## config.mk

```make
export PLATFORM = sky130hd
export DESIGN_NAME = intSched
export DESIGN_NICKNAME = d
export VERILOG_FILES = /design/src/rtl/intSchedPkg.sv /design/src/rtl/intSchedCtrl.sv /design/src/rtl/intSchedDp.sv /design/src/rtl/intSchedDiv.sv /design/src/rtl/intSched.sv
export SDC_FILE = /design/constraint.sdc
export NUM_CORES = 1
export LEC_CHECK = 0
export BUFFER_PORTS_ARGS = -buffer_cell sky130_fd_sc_hd__buf_2
export CAP_MARGIN = 15
export CORE_MARGIN = 3
export CORE_UTILIZATION = 50
export DETAILED_ROUTE_END_ITERATION = 12
export GPL_ROUTABILITY_DRIVEN = 0
export PLACE_DENSITY = 0.81
export SLEW_MARGIN = 20
export SYNTH_ARGS = -nofsm -noshare
export SYNTH_HDL_FRONTEND = slang
export SYNTH_HIERARCHICAL = 1
export SYNTH_SLANG_ARGS = --single-unit
```

## constraint.sdc

```tcl
create_clock -name clk -period 5.4 [get_ports clk]
set_input_delay 0.27 -clock clk [delete_from_list [all_inputs] [get_ports clk]]
set_output_delay 0.27 -clock clk [all_outputs]
set_load 0.03 [all_outputs]
```

## src/rtl/intSchedPkg.sv

```systemverilog
`timescale 1ns/1ps
package intSchedPkg;

  typedef enum logic {
    SCH_IDLE = 1'b0,
    SCH_WAIT = 1'b1
  } schedStateT;

  // strobes from control to datapath
  typedef struct packed {
    logic loadWait;   // evaluate and load the countdown
    logic decWait;    // consume one microsecond of the countdown
    logic updStats;   // fold a transfer duration into the statistics
    logic clrStats;   // restore initial statistics
    logic startDiv;   // launch a mean computation
  } schedStrobeT;

endpackage

```

## src/rtl/intSchedCtrl.sv

```systemverilog
`timescale 1ns/1ps
module intSchedCtrl
  import intSchedPkg::*;
(
  input  logic        clk,
  input  logic        rstN,
  input  logic        usTick,
  input  logic        frameDone,
  input  logic        statClr,
  input  logic        waitIsOne,
  output schedStrobeT strobe,
  output logic        frameReq
);

  schedStateT state;
  logic       divGoQ;
  logic       fireNow;

  assign fireNow = (state == SCH_WAIT) && usTick && waitIsOne && !frameDone;

  always_comb begin
    strobe          = '0;
    strobe.loadWait = frameDone;
    strobe.decWait  = (state == SCH_WAIT) && usTick && !frameDone;
    strobe.updStats = frameDone && !statClr;
    strobe.clrStats = statClr;
    strobe.startDiv = divGoQ;
  end

  always_ff @(posedge clk) begin
    if (!rstN) begin
      state    <= SCH_IDLE;
      frameReq <= 1'b0;
      divGoQ   <= 1'b0;
    end else begin
      divGoQ   <= frameDone && !statClr;
      frameReq <= fireNow;
      if (frameDone) begin
        state <= SCH_WAIT;
      end else if (fireNow) begin
        state <= SCH_IDLE;
      end
    end
  end

  // request is a single-cycle pulse
  p_req_pulse_r10: assert property (@(posedge clk) disable iff (!rstN)
    frameReq |=> !frameReq);

  // a request only follows a pending wait
  p_req_after_wait_r10: assert property (@(posedge clk) disable iff (!rstN)
    (!frameReq) ##1 frameReq |-> $past(state == SCH_WAIT));

  // frame-done always leaves a pending wait
  p_done_arms_r4: assert property (@(posedge clk) disable iff (!rstN)
    frameDone |=> (state == SCH_WAIT) && !frameReq);

endmodule

```

## src/rtl/intSchedDp.sv

```systemverilog
`timescale 1ns/1ps
module intSchedDp
  import intSchedPkg::*;
#(
  parameter int TIME_W = 32,
  parameter int TOT_W  = 64,
  parameter int CNT_W  = 32
) (
  input  logic              clk,
  input  logic              rstN,
  input  schedStrobeT       strobe,
  input  logic              usTick,
  input  logic              minIntWr,
  input  logic [TIME_W-1:0] minIntVal,
  input  logic [TIME_W-1:0] xferStartUs,
  input  logic [TIME_W-1:0] intStartUs,
  output logic [TIME_W-1:0] nowUs,
  output logic              waitIsOne,
  output logic [TOT_W-1:0]  statTotal,
  output logic [CNT_W-1:0]  statCount,
  output logic [TIME_W-1:0] statMin,
  output logic [TIME_W-1:0] statMax
);

  localparam logic [TIME_W-1:0] ONE_US   = TIME_W'(1);
  localparam logic [TIME_W-1:0] MIN_INIT = '1;

  logic [TIME_W-1:0] minIntReg;
  logic [TIME_W-1:0] waitCnt;
  logic [TIME_W-1:0] elapsedUs;
  logic [TIME_W-1:0] delayUs;
  logic [TIME_W-1:0] durUs;

  // modulo-2^32 differences
  assign elapsedUs = nowUs - intStartUs;
  assign durUs     = nowUs - xferStartUs;
  assign delayUs   = (elapsedUs < minIntReg) ? (minIntReg - elapsedUs) : ONE_US;
  assign waitIsOne = (waitCnt == ONE_US);

  // time base
  always_ff @(posedge clk) begin
    if (!rstN) begin
      nowUs <= '0;
    end else if (usTick) begin
      nowUs <= nowUs + ONE_US;
    end
  end

  // minimum integration setting
  always_ff @(posedge clk) begin
    if (!rstN) begin
      minIntReg <= '0;
    end else if (minIntWr) begin
      minIntReg <= minIntVal;
    end
  end

  // countdown
  always_ff @(posedge clk) begin
    if (!rstN) begin
      waitCnt <= '0;
    end else if (strobe.loadWait) begin
      waitCnt <= delayUs;
    end else if (strobe.decWait && (waitCnt != '0)) begin
      waitCnt <= waitCnt - ONE_US;
    end
  end

  // statistics
  always_ff @(posedge clk) begin
    if (!rstN || strobe.clrStats) begin
      statTotal <= '0;
      statCount <= '0;
      statMin   <= MIN_INIT;
      statMax   <= '0;
    end else if (strobe.updStats) begin
      statTotal <= statTotal + TOT_W'(durUs);
      statCount <= statCount + CNT_W'(1);
      if (durUs < statMin) statMin <= durUs;
      if (durUs > statMax) statMax <= durUs;
    end
  end

  // time base steps only on a tick
  p_tick_step_r2: assert property (@(posedge clk) disable iff (!rstN)
    usTick |=> nowUs == $past(nowUs) + ONE_US);

  p_tick_hold_r2: assert property (@(posedge clk) disable iff (!rstN)
    !usTick |=> $stable(nowUs));

  // a loaded wait is never zero
  p_wait_loaded_r3: assert property (@(posedge clk) disable iff (!rstN)
    strobe.loadWait |=> waitCnt != '0);

  // one count per accepted frame
  p_count_step_r6: assert property (@(posedge clk) disable iff (!rstN)
    strobe.updStats && !strobe.clrStats |=> statCount == $past(statCount) + CNT_W'(1));

  // shortest never exceeds longest once a frame was seen
  p_min_le_max_r7: assert property (@(posedge clk) disable iff (!rstN)
    (statCount != '0) |-> statMin <= statMax);

  // clear restores initial values
  p_clear_r8: assert property (@(posedge clk) disable iff (!rstN)
    strobe.clrStats |=> (statTotal == '0) && (statCount == '0)
                        && (statMin == MIN_INIT) && (statMax == '0));

endmodule

```

## src/rtl/intSchedDiv.sv

```systemverilog
`timescale 1ns/1ps
module intSchedDiv #(
  parameter int DVD_W = 64,
  parameter int DVS_W = 32,
  parameter int Q_W   = 32
) (
  input  logic             clk,
  input  logic             rstN,
  input  logic             start,
  input  logic             abort,
  input  logic [DVD_W-1:0] dividend,
  input  logic [DVS_W-1:0] divisor,
  output logic [Q_W-1:0]   quot,
  output logic             valid
);

  localparam int STEP_W = $clog2(DVD_W + 1);
  localparam logic [STEP_W-1:0] LAST_STEP = STEP_W'(DVD_W - 1);

  logic             busy;
  logic [STEP_W-1:0] step;
  logic [DVD_W-1:0] work;       // dividend shifts out, quotient shifts in
  logic [DVS_W:0]   rem;
  logic [DVS_W-1:0] dvsReg;
  logic [DVS_W:0]   remShift;
  logic [DVS_W:0]   remNext;
  logic             fits;

  always_comb begin
    remShift = {rem[DVS_W-1:0], work[DVD_W-1]};
    fits     = remShift >= {1'b0, dvsReg};
    remNext  = fits ? (remShift - {1'b0, dvsReg}) : remShift;
  end

  always_ff @(posedge clk) begin
    if (!rstN || abort) begin
      busy   <= 1'b0;
      valid  <= 1'b0;
      step   <= '0;
      work   <= '0;
      rem    <= '0;
      dvsReg <= '0;
    end else if (start) begin
      busy   <= 1'b1;
      valid  <= 1'b0;
      step   <= '0;
      work   <= dividend;
      rem    <= '0;
      dvsReg <= divisor;
    end else if (busy) begin
      rem  <= remNext;
      work <= {work[DVD_W-2:0], fits};
      step <= step + STEP_W'(1);
      if (step == LAST_STEP) begin
        busy  <= 1'b0;
        valid <= 1'b1;
      end
    end
  end

  assign quot = work[Q_W-1:0];

  // the result is never flagged while iterating
  p_valid_idle_r9: assert property (@(posedge clk) disable iff (!rstN)
    valid |-> !busy);

  // a start always withdraws the old result
  p_start_drops_r9: assert property (@(posedge clk) disable iff (!rstN)
    start && !abort |=> !valid && busy);

endmodule

```

## src/rtl/intSched.sv

```systemverilog
`timescale 1ns/1ps
module intSched
  import intSchedPkg::*;
#(
  parameter int TIME_W = 32,
  parameter int TOT_W  = 64
) (
  input  logic              clk,
  input  logic              rstN,
  input  logic              usTick,
  input  logic              frameDone,
  input  logic [TIME_W-1:0] xferStartUs,
  input  logic [TIME_W-1:0] intStartUs,
  input  logic              minIntWr,
  input  logic [TIME_W-1:0] minIntVal,
  input  logic              statClr,
  output logic [TIME_W-1:0] nowUs,
  output logic              frameReq,
  output logic [TOT_W-1:0]  statTotal,
  output logic [TIME_W-1:0] statCount,
  output logic [TIME_W-1:0] statMin,
  output logic [TIME_W-1:0] statMax,
  output logic [TIME_W-1:0] avgUs,
  output logic              avgValid
);

  localparam int CNT_W = TIME_W;

  schedStrobeT strobe;
  logic        waitIsOne;

  intSchedCtrl u_ctrl (
    .clk       (clk),
    .rstN      (rstN),
    .usTick    (usTick),
    .frameDone (frameDone),
    .statClr   (statClr),
    .waitIsOne (waitIsOne),
    .strobe    (strobe),
    .frameReq  (frameReq)
  );

  intSchedDp #(
    .TIME_W (TIME_W),
    .TOT_W  (TOT_W),
    .CNT_W  (CNT_W)
  ) u_dp (
    .clk         (clk),
    .rstN        (rstN),
    .strobe      (strobe),
    .usTick      (usTick),
    .minIntWr    (minIntWr),
    .minIntVal   (minIntVal),
    .xferStartUs (xferStartUs),
    .intStartUs  (intStartUs),
    .nowUs       (nowUs),
    .waitIsOne   (waitIsOne),
    .statTotal   (statTotal),
    .statCount   (statCount),
    .statMin     (statMin),
    .statMax     (statMax)
  );

  intSchedDiv #(
    .DVD_W (TOT_W),
    .DVS_W (CNT_W),
    .Q_W   (TIME_W)
  ) u_div (
    .clk      (clk),
    .rstN     (rstN),
    .start    (strobe.startDiv),
    .abort    (strobe.clrStats),
    .dividend (statTotal),
    .divisor  (statCount),
    .quot     (avgUs),
    .valid    (avgValid)
  );

  // a mean never exceeds the longest duration
  p_avg_bound_r9: assert property (@(posedge clk) disable iff (!rstN)
    avgValid && (statCount != '0) |-> avgUs <= statMax);

  // clear withdraws the mean
  p_clear_avg_r8: assert property (@(posedge clk) disable iff (!rstN)
    statClr |=> !avgValid);

endmodule

```

Word level (Yosys, flattened, before mapping)
Cells that the tools add are included.
{"block": "word_totals", "reg_bits": 396, "in_bits": 102, "output_inout_bits": 226, "word_cells": 60}
{"block": "classes", "addsub": 9, "magnitude_cmp": 4, "n_eq_ne": 2, "mux": 11, "n_reduce_logical": 18}
{"cell": "two-way mux 32 bit", "count": 4}
{"cell": "two-way mux 64 bit", "count": 2}
{"cell": "subtractor 32 bit", "count": 4}
{"cell": "adder 32 x 1 -> 32 bit (second input constant)", "count": 2}
{"cell": "adder 64 x 32 -> 64 bit", "count": 1}
{"cell": "less-than comparator 32 bit", "count": 2}
{"cell": ">= comparator 33 x 32 -> 1 bit", "count": 1}
{"cell": "== test 32 x 1 -> 1 bit (second input constant)", "count": 1}
{"cell": "> comparator 32 bit", "count": 1}
{"cell": "nonzero test 32 bit", "count": 1}
{"cell": "subtractor 32 x 1 -> 32 bit (second input constant)", "count": 1}
{"cell": "adder 7 x 1 -> 7 bit (second input constant)", "count": 1}
{"cell": "== test 7 x 6 -> 1 bit (second input constant)", "count": 1}
{"cell": "logical AND 1 bit", "count": 6}
{"cell": "AND reduction 2 bit", "count": 3}
{"cell": "nonzero test 2 bit", "count": 3}
{"cell": "two-way mux 1 bit", "count": 5}
{"cell": "zero test 1 bit", "count": 3}
{"cell": "OR reduction 2 bit", "count": 1}
{"cell": "logical OR 1 bit", "count": 1}

Logic depth before layout (Yosys ltp)
{"block": "depth", "word_depth": 5, "ltp_mapped": 22, "mapped_depth_nobuf": 21}

Cells and area by module
The synthesis kept the hierarchy.
{"module": "intSchedDp", "n_inst": 1, "cells_per_inst": 2445, "area_per_inst_um2": 19364.8, "seq_area_each_um2": 5124.9}
{"module": "intSchedDiv", "n_inst": 1, "cells_per_inst": 978, "area_per_inst_um2": 7950.1, "seq_area_each_um2": 2742.6}
{"module": "intSchedCtrl", "n_inst": 1, "cells_per_inst": 13, "area_per_inst_um2": 127.6, "seq_area_each_um2": 60.1}

Worst setup path before layout
OpenSTA, ideal clock, no wires.
{"block": "synth_timing", "kind": "flip-flop to flip-flop", "startpoint": "reg u_dp.nowUs[0]", "endpoint": "reg u_dp.statMax[11]", "setup_time_ps": 128, "arrival_ps": 4962, "t_required_ps": 5272, "path_slack_ps": 310, "stages_incl_launch_ff": 22, "n_path_buf": 1, "synth_period_minus_slack_ps": 5090, "path_cell_list": "dfxtp_1 > inv_1 > ha_1 > fa_1 > nor2b_1 > o31ai_1 > a32oi_1 > a221oi_2 > o41a_1 > o31ai_1 > xnor2_1 > inv_1 > ha_1 > nand4_1 > nor2_1 > o21ai_0 > a21oi_1 > o31ai_1 > a21oi_1 > clkbuf_1 > mux2i_1 > nor2_1"}
{"block": "synth_between", "elab_chain_cells": 3}
{"item": "from (decl)", "line": "intSchedDp.sv:17", "text": "output logic [TIME_W-1:0] nowUs,"}
{"item": "from (signal assigned)", "line": "intSchedDp.sv:45", "text": "nowUs <= nowUs + ONE_US;"}
{"item": "subtractor 32 bit", "line": "intSchedDp.sv:36", "text": "assign durUs = nowUs - xferStartUs;"}
{"item": "net u_dp.durUs[28]", "line": "intSchedDp.sv:32", "text": "logic [TIME_W-1:0] durUs;"}
{"item": "> comparator 32 bit", "line": "intSchedDp.sv:80", "text": "if (durUs > statMax) statMax <= durUs;"}
{"item": "AND reduction 2 bit (no source line)"}
{"item": "to (signal assigned)", "line": "intSchedDp.sv:80"}
{"item": "to (decl)", "line": "intSchedDp.sv:22", "text": "output logic [TIME_W-1:0] statMax"}
The timed path passes the listed nets, and every way through them passes these cells.
A chain may end at the register's enable or synchronous reset.

Worst setup path in the final report
{"block": "layout_timing", "startpoint": "reg u_dp.nowUs[2]", "endpoint": "reg u_dp.waitCnt[1]"}
{"block": "layout_between", "elab_chain_cells": 4}
{"item": "subtractor 32 bit", "line": "intSchedDp.sv:35", "text": "assign elapsedUs = nowUs - intStartUs;"}
{"item": "less-than comparator 32 bit", "line": "intSchedDp.sv:37", "text": "assign delayUs = (elapsedUs < minIntReg) ? (minIntReg - elapsedUs) : ONE_US;"}
{"item": "two-way mux 32 bit", "line": "intSchedDp.sv:37"}
{"item": "two-way mux 32 bit", "line": "intSchedDp.sv:62", "text": "end else if (strobe.loadWait) begin"}
{"item": "to (signal assigned)", "line": "intSchedDp.sv:63", "text": "waitCnt <= delayUs;"}
{"item": "to (signal assigned)", "line": "intSchedDp.sv:65", "text": "waitCnt <= waitCnt - ONE_US;"}
{"item": "to (decl)", "line": "intSchedDp.sv:29", "text": "logic [TIME_W-1:0] waitCnt;"}
No other way between the ends.

==> impl_metrics.json <==
{
  "status": "finished clean",
  "drtIter0Drc": 2375,
  "cts_tree": "built",
  "std_cell_rows": 85,
  "syn_avg_cell_area_um2": 7.99,
  "dieArea_mm2": 0.0577,
  "timing.final.crit_share_pct": 96.7,
  "ys_seq_area_share_pct": 28.9,
  "fp.dieW_um": 240,
  "synthFlopType": "dfxtp_1",
  "start_util_pct": 50.8,
  "clk_pin_slew_worst_paths_ns": 0.06,
  "hp-class": "in2reg",
  "p_switching_uw": 2280,
  "fin_crit_ns": 5.22,
  "hold_ws_ns": 0.0315,
  "totalWireLength_um": 83100,
  "grt_start_max_net_pins": 93,
  "boundaryPins": 328,
  "multi_input_area_mm2": 0.0180,
  "syn_area_mm2": 0.0274,
  "p_clk_share_pct": 41.5,
  "synth_area_leaders": "dfxtp_1 29%, ha_1 10%, mux2i_1 7.0%",
  "cts_buffer_depth": 3,
  "nFillCells": 4750,
  "yosys.cell_count.top_type": "nor2_1",
  "antenna_left": 0,
  "grt_pass1_wl_um": 129000,
  "fp.dieH_um": 240,
  "n_antenna_cell": 0,
  "relSlewSlack_pct": 35.1,
  "fmax_ghz": 0.192,
  "cts_buffers": 46,
  "nets": 4043,
  "drive_above_1_share_pct": 13.8,
  "fin_util_pct": 58.4,
  "synthCells": 3436,
  "synth_area_leader_cell": "dfxtp_1",
  "cts-root-buf": "clkbuf_16",
  "maxSlewViolCount": 0,
  "power_frac_comb_pct": 18.3,
  "start_kind": "register",
  "synth-edff-count": 0,
  "tightest_slew_ns": 0.973,
  "grt.total_usage_pct": 27.5,
  "grt_overflow": 0,
  "insertion_delay_ns": 0.61,
  "maxCapViolations": 0,
  "htree_levels": 2,
  "synth_nets": 3769,
  "ys_ff_latch": 396,
  "cp_cell_sequence": "ha_1 > o21ai_0 > a21oi_1 > o2111ai_1 > a2111oi_0 > nor3_1 > o21bai_1 > a21oi_1 > xor2_1 > ha_1 > and3_1 > and2_1 > nand4_1 > o41ai_1 > a21o_1 > a21oi_2 > buf_12 > nor2b_1 > o221a_2",
  "port_buffers": 327,
  "async_flop_share_pct": 0,
  "crit_slowest_cell": "a2111oi_0",
  "ir_drop_uv": 221,
  "synth_warnings": 6,
  "seq_area_mm2": 0.00794,
  "firstDrtPassIters": 6,
  "seqPwrFrac_pct": 40.2,
  "setup_tns_ns": 0,
  "wire_per_inst_um": 18.7,
  "path_buf_inv": 1,
  "place_hpwl_um": 62000,
  "path_class": "reg2reg",
  "arrival_ns": 5.70,
  "area_growth_pct": 14.9,
  "cts.sinks": 396,
  "synth.distinct_cells": 88,
  "p_leak_uw": 0.0140,
  "power.internal_uw": 5310,
  "crit_fanout": 26,
  "core-area_mm2": 0.0540,
  "drc": 0,
  "routed-via-count": 26500,
  "sw_frac_of_total_pct": 30.0,
  "finalHoldViolations": 0,
  "power_density_mw_per_mm2": 241,
  "antenna_found_initial": 0,
  "crit_family": "compound AO/OA/AOI/OAI gates",
  "slowest_delay_ns": 0.75,
  "synth.top_cell.area_share_pct": 28.9,
  "critPathCaptureType": "register",
  "crit_required_ns": 5.88,
  "routed_via_density": 5.96,
  "ys_top_cells_by_count": "405 x nor2_1, 396 x dfxtp_1, 289 x a21oi_1, 226 x ha_1",
  "grt_pass1_vias": 24100,
  "skew_ns": 0.0287,
  "finalSetupViolCount": 0
}
flip-flops by register name (all words and copies together), names as in the netlist:
register         flops
u_ctrl/frameReq      1
u_dp/statMin        32
u_dp/nowUs          32
u_div/step           7
u_dp/statCount      32
u_div/rem           32
u_ctrl/state         1
u_ctrl/divGoQ        1
u_dp/statMax        32
u_div/valid          1
u_div/dvsReg        32
u_div/busy           1
u_div/work          64
u_dp/waitCnt        32
u_dp/statTotal      64
u_dp/minIntReg      32
cells in the final DEF (no fill, tap or decap), types with 13 or more instances in the layout:
cell type,synthesis,routed
o22ai_1,15,15
o21ai_1,19,20
and4_1,16,16
nand2b_1,28,26
a21o_1,67,66
nor2_1,405,403
or3_1,31,31
and2_1,45,45
nand3_1,92,92
a31oi_1,38,38
dlygate4sd3_1,0,33
a211oi_1,47,45
o31ai_1,19,19
xor2_1,99,96
nor3_1,55,55
o211ai_1,51,51
ha_1,226,225
nand2_1,213,212
o21ai_0,134,133
mux2i_1,191,191
inv_1,213,213
dfxtp_1,396,393
and3_1,53,53
clkbuf_16,0,47
a21oi_1,289,287
nor4_1,22,22
a21boi_0,15,14
xnor2_1,113,112
nand4_1,58,58
nor2b_1,59,58
or4_1,13,13
buf_2,4,327
buf_4,38,47
o21bai_1,23,23
o21a_1,31,31
worst register-to-register path, stage by stage, from the launching register on:
cell	delay, ns
dfxtp_1	0.33
ha_1	0.42
o21ai_0	0.12
a21oi_1	0.38
o2111ai_1	0.39
a2111oi_0	0.75
nor3_1	0.19
o21bai_1	0.24
a21oi_1	0.11
xor2_1	0.16
ha_1	0.30
and3_1	0.26
and2_1	0.19
nand4_1	0.14
o41ai_1	0.36
a21o_1	0.13
a21oi_2	0.05
buf_12	0.19
nor2b_1	0.16
o221a_2	0.24
cell type report:
type | instances | area share (%)
sequential | 396 | 25.2
inverter | 214 | 2.55
timing repair buffer | 411 | 7.61
multi-input combinational | 2641 | 57.0
clock buffer | 65 | 4.23
tap | 696 | 2.76
clock inverter | 18 | 0.651
metal layers:
layer	track usage, %	vias up	wire length, µm
met1	36.4	12400	35500
met4	10.9	0	3190
met2	44.3	1149	37400
met5	0	-	0
li1	-	12800	-
met3	5.23	177	7060
power by group through the flow:
stage	registers [µW]	logic (µW)	clock network, µW
global route	3060	1530	3310
detailed placement	3120	1320	0
global placement	3120	1300	0
CTS	3050	1350	3200
finish	3050	1390	3150
floorplan	3150	932	0
timing repair:
action                                  in CTS  in global routing
hold buffers                                33                  0
pin swaps                                    0                  1
gates resized for setup                      3                 23
hold endpoints to repair                    33                  0
endpoints found under the setup margin       5                 87
buffers inserted                             0                  1
cells by family after synthesis:
family                     Yosys count  share of synthesized area [%]
AOI/OAI and AO/OA                  872                           20.4
xor gates and xnor gates           212                           6.77
adders and majority gates          231                           10.7
buffers and inverters              399                           6.19
DFF                                396                           28.9
muxes                              192                           7.01
and+or+nand+nor                   1134                           20.0
path summary, 6_finish.rpt:
| check | start | to | slack [ns] | depth (start not counted) |
|---|---|---|---|---|
| setup / recovery | u_dp/nowUs[2] | u_dp/waitCnt[1] | 0.18 | 19 |
| hold / removal | rstN | u_ctrl/divGoQ | 0.03 | 2 |
| setup reg to reg | u_dp/nowUs[2] | u_dp/waitCnt[1] | 0.18 | 19 |
| hold reg to reg | u_div/valid | u_div/valid | 0.47 | 2 |
metrics by stage:
stage                     power [µW]  setup slack [ns]  instances  cell area (µm²)
after floorplan                 4080             0.310       3436            27400
after global placement          4420            0.0262       4323            29500
after detailed placement        4440            -0.124       4323            29500
after CTS                       7610           0.00541       4439            31400
after global routing            7900           -0.0339       4441            31500
final                           7590             0.178       4441            31500
Note: power is estimated with default switching activity, not from simulation.
